--- src/rtl/lsq_pkg.sv ---
package lsq_pkg;

  // Strobes from the window controller to the quality datapath
  typedef struct packed {
    logic windowEnd;   // last cycle of the current window
    logic windowBad;   // at least one bad symbol seen in this window
    logic readAck;     // status read strobe
  } lsqCtrl_t;

endpackage

--- src/rtl/lsq_ctrl.sv ---
module lsq_ctrl
  import lsq_pkg::*;
#(
  parameter int WIN_BITS = 10
) (
  input  logic                clk,
  input  logic                rstN,
  input  logic                badSymStrobe,
  input  logic                statusRead,
  output lsqCtrl_t            ctrl,
  output logic [WIN_BITS-1:0] winCount
);

  localparam logic [WIN_BITS-1:0] WIN_LAST = '1;

  logic badSeen;
  logic lastCycle;

  assign lastCycle = (winCount == WIN_LAST);

  // Free-running window counter; wraps at the window boundary
  always_ff @(posedge clk) begin
    if (!rstN) winCount <= '0;
    else       winCount <= winCount + 1'b1;
  end

  // Sticky bad-symbol record, cleared when the window closes
  always_ff @(posedge clk) begin
    if (!rstN)          badSeen <= 1'b0;
    else if (lastCycle) badSeen <= 1'b0;
    else if (badSymStrobe) badSeen <= 1'b1;
  end

  always_comb begin
    ctrl.windowEnd = lastCycle;
    // a strobe in the final cycle still belongs to this window
    ctrl.windowBad = badSeen | badSymStrobe;
    ctrl.readAck   = statusRead;
  end

endmodule

--- src/rtl/lsq_datapath.sv ---
module lsq_datapath
  import lsq_pkg::*;
#(
  parameter int QMAX = 7,
  localparam int QW = $clog2(QMAX + 1)
) (
  input  logic          clk,
  input  logic          rstN,
  input  lsqCtrl_t      ctrl,
  input  logic          irqEnable,
  output logic          goodSignal,
  output logic          statusChanged,
  output logic          irqOut,
  output logic [QW-1:0] qLevel
);

  localparam logic [QW-1:0] Q_TOP = QW'(QMAX);

  logic [QW-1:0] qNext;
  logic          goodNext;

  // Saturating up/down step, only at a window boundary
  always_comb begin
    qNext = qLevel;
    if (ctrl.windowEnd) begin
      if (ctrl.windowBad) begin
        if (qLevel != Q_TOP) qNext = qLevel + 1'b1;
      end else begin
        if (qLevel != '0) qNext = qLevel - 1'b1;
      end
    end
  end

  // Hysteresis: status flips only at the counter limits
  always_comb begin
    goodNext = goodSignal;
    if (qNext == '0)        goodNext = 1'b1;
    else if (qNext == Q_TOP) goodNext = 1'b0;
  end

  always_ff @(posedge clk) begin
    if (!rstN) begin
      qLevel     <= Q_TOP;
      goodSignal <= 1'b0;
    end else begin
      qLevel     <= qNext;
      goodSignal <= goodNext;
    end
  end

  // Sticky change flag; a transition wins over a read
  always_ff @(posedge clk) begin
    if (!rstN)                       statusChanged <= 1'b0;
    else if (goodNext != goodSignal) statusChanged <= 1'b1;
    else if (ctrl.readAck)           statusChanged <= 1'b0;
  end

  assign irqOut = statusChanged & irqEnable;

endmodule

--- src/rtl/lsq_monitor.sv ---
module lsq_monitor
  import lsq_pkg::*;
#(
  parameter int WIN_BITS = 10,
  parameter int QMAX     = 7
) (
  input  logic clk,
  input  logic rstN,
  input  logic badSymStrobe,
  input  logic irqEnable,
  input  logic statusRead,
  output logic goodSignal,
  output logic statusChanged,
  output logic irqOut
);

  localparam int QW = $clog2(QMAX + 1);

  lsqCtrl_t            ctrl;
  logic [WIN_BITS-1:0] winCount;
  logic [QW-1:0]       qLevel;

  lsq_ctrl #(.WIN_BITS(WIN_BITS)) uCtrl (
    .clk          (clk),
    .rstN         (rstN),
    .badSymStrobe (badSymStrobe),
    .statusRead   (statusRead),
    .ctrl         (ctrl),
    .winCount     (winCount)
  );

  lsq_datapath #(.QMAX(QMAX)) uData (
    .clk           (clk),
    .rstN          (rstN),
    .ctrl          (ctrl),
    .irqEnable     (irqEnable),
    .goodSignal    (goodSignal),
    .statusChanged (statusChanged),
    .irqOut        (irqOut),
    .qLevel        (qLevel)
  );

endmodule

--- config.mk ---
export PLATFORM = sky130hd
export DESIGN_NAME = lsq_monitor
export DESIGN_NICKNAME = d
export VERILOG_FILES = /design/src/rtl/lsq_pkg.sv /design/src/rtl/lsq_ctrl.sv /design/src/rtl/lsq_datapath.sv /design/src/rtl/lsq_monitor.sv
export SDC_FILE = /design/constraint.sdc
export NUM_CORES = 1
export LEC_CHECK = 0
export ABC_CLOCK_PERIOD_IN_PS = 2400
export BUFFER_PORTS_ARGS = -buffer_cell sky130_fd_sc_hd__buf_4
export CELL_PAD_IN_SITES_DETAIL_PLACEMENT = 1
export CELL_PAD_IN_SITES_GLOBAL_PLACEMENT = 2
export CORE_UTILIZATION = 34
export CTS_BUF_LIST = sky130_fd_sc_hd__clkbuf_4 sky130_fd_sc_hd__clkbuf_8
export DETAILED_ROUTE_END_ITERATION = 16
export PLACE_DENSITY = 0.74
export SLEW_MARGIN = 20
export SYNTH_ARGS = -nofsm -noshare
export SYNTH_HDL_FRONTEND = slang
export SYNTH_HIERARCHICAL = 1
export SYNTH_SLANG_ARGS = --single-unit
--- constraint.sdc ---
create_clock -name clk -period 2.4 [get_ports clk]
set_input_delay 0.48 -clock clk [delete_from_list [all_inputs] [get_ports clk]]
set_output_delay 0.48 -clock clk [all_outputs]
set_load 0.005 [all_outputs]
# After elaboration in Yosys (flattened, before gate mapping)
# Index checks and enable logic that the tools add are counted.
dict set report word_totals {
  ram_bits 0
  romBits 0
  latch_bits 0
  word_cells 27
  mem_count 0
  ff_bits 16
}
dict set report classes {
  n_div 0
  n_mul 0
  n_mux 8
  n_lt_le_gt_ge 0
  shift 0
  n_bitwise 3
  addsub 3
  reduce_logical 4
  eq_ne 4
}
# operator n
set op_table {}
lappend op_table {{$mux W3} 4}
lappend op_table {{$add A10 B1 Y10 const B} 1}
lappend op_table {{$eq A10 B10 Y1 const B} 1}
lappend op_table {{$mux W1} 4}
lappend op_table {{$add A3 B1 Y3 const B} 1}
lappend op_table {{$eq A3 B3 Y1 const B} 1}
lappend op_table {{$logic_not A3 Y1} 1}
lappend op_table {{$ne A3 B3 Y1 const B} 1}
lappend op_table {{$reduce_bool A3 Y1} 1}
lappend op_table {{$sub A3 B1 Y3 const B} 1}
lappend op_table {{$reduce_bool A2 Y1} 1}
lappend op_table {{$reduce_or A2 Y1} 1}
lappend op_table {{$and A1 B1 Y1} 1}
lappend op_table {{$ne A1 B1 Y1} 1}
lappend op_table {{$not A1 Y1} 1}
lappend op_table {{$or A1 B1 Y1} 1}

# Depth between registers and ports, before layout
dict set report depth {
  word_depth 9
  ltp_mapped 9
  mapped_depth_nobuf 8
}

# Cells and area by module
# Netlist, hierarchy kept.
# mod n_inst cells_each area_each_um2
set by_module_without_submodules {}
lappend by_module_without_submodules {lsq_ctrl 1 51 480.5}
lappend by_module_without_submodules {lsq_datapath 1 36 315.3}

# Worst setup path before layout
# No wires, ideal clock.
dict set report synth_path {
  path_type {register to register}
  startpoint {reg uCtrl.winCount[0]}
  endpoint {reg uData.statusChanged}
  stages_incl_launch_ff 9
  synth_period_minus_slack_ps 2112
  path_slack_ps 288
  setup_time_ps 62
  path_buffers 1
  arrival_ps 2050
  required_ps 2338
  cell_sequence {dfxtp_1 > ha_1 > nand3_1 > nor4_1 > buf_4 > o311ai_2 > a22o_1 > or4_1 > nand3_1}
}
dict set report synth_between {
  elab_chain_len 7
  word_cells_on_any_way 9
}
# element line
set synth_rtl {}
lappend synth_rtl {{start, declared} lsq_ctrl.sv:11} ;# output logic [WIN_BITS-1:0] winCount
lappend synth_rtl {{start signal, assigned} lsq_ctrl.sv:24} ;# else winCount <= winCount + 1'b1;
lappend synth_rtl {{$eq A10 B10 Y1 (*)} lsq_ctrl.sv:19} ;# assign lastCycle = (winCount == WIN_LAST);
lappend synth_rtl {{net uCtrl.lastCycle} lsq_ctrl.sv:17} ;# logic lastCycle;
lappend synth_rtl {{$mux W3 (*)} lsq_datapath.sv:25} ;# if (ctrl.windowEnd) begin
lappend synth_rtl {{$eq A3 B3 Y1} lsq_datapath.sv:38} ;# else if (qNext == Q_TOP) goodNext = 1'b0;
lappend synth_rtl {{$mux W1} lsq_datapath.sv:38}
lappend synth_rtl {{$mux W1 (*)} lsq_datapath.sv:37} ;# if (qNext == '0) goodNext = 1'b1;
lappend synth_rtl {{$ne A1 B1 Y1 (*)} lsq_datapath.sv:54} ;# else if (goodNext != goodSignal) statusChanged <= 1'b1;
lappend synth_rtl {{$mux W1 / $reduce_bool A2 Y1 (equally long branches)} --}
lappend synth_rtl {{end signal, assigned} lsq_datapath.sv:53} ;# if (!rstN) statusChanged <= 1'b0;
lappend synth_rtl {{end signal, assigned} lsq_datapath.sv:54}
lappend synth_rtl {{end signal, assigned} lsq_datapath.sv:55} ;# else if (ctrl.readAck) statusChanged <= 1'b0;
lappend synth_rtl {{end, declared} lsq_datapath.sv:12} ;# output logic statusChanged,
# The timed path passes the listed nets; every way through them passes the cells marked *.
# A chain may end at the register's enable or synchronous reset.

==> metrics.txt <==
clock latency on the worst-skew pair 290 ps; Worst path slowest cell or4_1; status complete, no violations; setup TNS 0 ps; GP Congestion 0.682; Initial Utilization 36.0%; post-CTS setup buffers 0; HPWL Detailed 1.20 mm; DR pass1 iterations 4; unrepaired setup endpoints after global routing no; power density cells 517 mW/mm^2; CTS buffer count 3; Sw Ratio 21.7%; pin count of the biggest net entering global routing 13; # clock sinks 16; sequential power share 57.6%; via/cell ratio 5.13; area grow syn2layout 16.5%; clock skew 6.52 ps; fin cells 127; cts repair resizes 0; DRC Markers 0; max-capacitance violation count 0; Diodes inserted 0; Crit Path Max Fanout 5; WP data required 2640 ps; Startpoint Class register; Combinational Power Share 4.9%; Hold WS 428 ps; Max transition margin 77.0%; Synth area leaders dfxtp_1, ha_1, nand2_1; crit path kind register to register; sequential-to-total area share from yosys stat 40.3%; post-route ant nets 0; Final min period 2200 ps; die height 50.4 um; TritonCTS clock tree built; YS warnings 6; nets 109; via count 652; total congestion overflow 0; # hold bufs at CTS 0; worst-margin pin slew 345 ps; Reg clk slew, reported paths 100 ps; initial antenna violation count 0; top cells by count, synth dfxtp_1, nand2_1, inv_1, nor2_1; critical path buffer and inverter count 1; final wirelength 1.59 mm; Seq cells post-synth 16; global-route wire length before repair 2.63 mm; Post-synth EDFFs 0; chip width 50.4 um; Worst EP arrival 2440 ps; Util after Layout 41.9%; Fillers 267; synthesized area 796 um^2; R2R setup slack 200 ps; count leader, synth dfxtp_1; max incr delay on CP 520 ps; internal power 0.000375 W; distinct cell type count after synthesis 32; row count 17; most used cell, CP nand3_1; Setup crit end kind register; VDD IR max 0.000441 V; number of global-route vias before repair 652; top_reg_cell synth dfxtp_1; final period utilization 91.7%; Setup violations, final 0; Avg WL per Cell 12.5 um; Synth Area per Inst 9.15 um^2; CTS max path bufs 2; fmax 0.454 GHz; Core ar. 0.00221 mm^2; Cells after DPL 123; Die Outline Area 0.00254 mm^2; CP cell instances ha_1 -> nand3_1 -> nor4_1 -> buf_4 -> o311ai_2 -> a22o_1 -> or4_1 -> nand3_1; area of the multi-input gates 438 um^2; share of post-route cells with drive strength above 1 21.2%; register area 320 um^2; Hold Path Class primary input to register; Cells after Synth 87; clock root buffer clkbuf_4; Async S/R FF share, synth 0%; H-tree levels 1; leakage power 0.393 nW; Net Sw Power 0.000104 W; initial DRC count 7; IO Port Bufs 7; IO Pins 8; top cell type's share of synthesized area 40.3%; Clk pwr share 37.5%; gr usage total 14.2%; Synth Net Count 96; final hold vios 0; area leader, netlist dfxtp_1; Slew Limit Fails 0; crit-path leading delay family simple AND/OR/NAND/NOR gates
[flip-flops by register name, summed over array words and instances, names as in the netlist]
signal,flops
uData/goodSignal,1
uCtrl/winCount,10
uData/qLevel,3
uCtrl/badSeen,1
uData/statusChanged,1
[stage by stage]
step	total power, W	worst slack (ps)	instance area (um^2)
after floorplan	0.000295	288	796
after global placement	0.000305	274	891
after detailed placement	0.000306	197	891
after CTS	0.000489	185	927
after global routing	0.000503	53.9	927
final	0.000479	199	927
[cell usage in the layout (no fill, tap or decap), types with 2 or more instances in the layout]
cell type  netlist  routed
a21oi_1          4       4
ha_1             4       4
nor2_1           5       5
buf_4            2      10
o22ai_1          2       2
or4_1            3       3
o31ai_1          2       2
clkbuf_4         0       3
and2_1           2       2
mux2i_1          2       2
nand2b_1         3       3
nand2_1          9       9
nand4_1          2       2
nor4_1           2       2
nand4_2          2       2
inv_1            6       6
xnor2_1          3       3
dfxtp_1         16      16
nand3_1          4       4
[worst paths after layout]
kind,start,end,cells after the start
worst min register to register,uCtrl/winCount[0],uCtrl/winCount[0],1
worst max register to register,uCtrl/winCount[0],uData/statusChanged,8
worst max-delay path,uCtrl/winCount[0],uData/statusChanged,8
worst min-delay path,rstN,uData/qLevel[0],2
[area by class of cell]
type                    instances  area share (%)
inverters                       6            2.43
multi-input cells              63            47.2
repair buffers                 10            8.10
clock buffers                   4            3.91
flip-flops and latches         16            34.5
well taps                      28            3.78
[logic make-up after synthesis]
kind of cell / after synthesis / synth area share [%]
multiplexers: 2 / 2.52
flip-flops: 16 / 40.3
AND/OR/NAND/NOR: 39 / 28.6
buffers and inverters: 8 / 4.72
XOR/XNOR: 4 / 4.40
adder cells (fa/ha/maj): 4 / 6.29
AO/OA/AOI/OAI: 14 / 13.2
[power by group through the flow]
stage / Combinational (W) / Clock [W] / Sequential [W]
2_1_floorplan: 0.0000143 / 0 / 0.000281
3_3_place_gp: 0.0000235 / 0 / 0.000282
3_5_place_dp: 0.0000241 / 0 / 0.000282
4_1_cts: 0.0000242 / 0.000189 / 0.000276
5_1_grt: 0.0000271 / 0.000199 / 0.000277
6_report: 0.0000235 / 0.000180 / 0.000276
[per-layer routing]
| layer | GRT usage [%] | vias to the layer above | routed length [um] |
|---|---|---|---|
| met5 | 0 | - | 0 |
| met4 | 2.78 | 0 | 14 |
| met3 | 6.36 | 2 | 50 |
| met2 | 24.2 | 5 | 778 |
| met1 | 16.2 | 310 | 745 |
| li1 | - | 335 | - |
No activity file was read; power rests on OpenSTA's default activity.
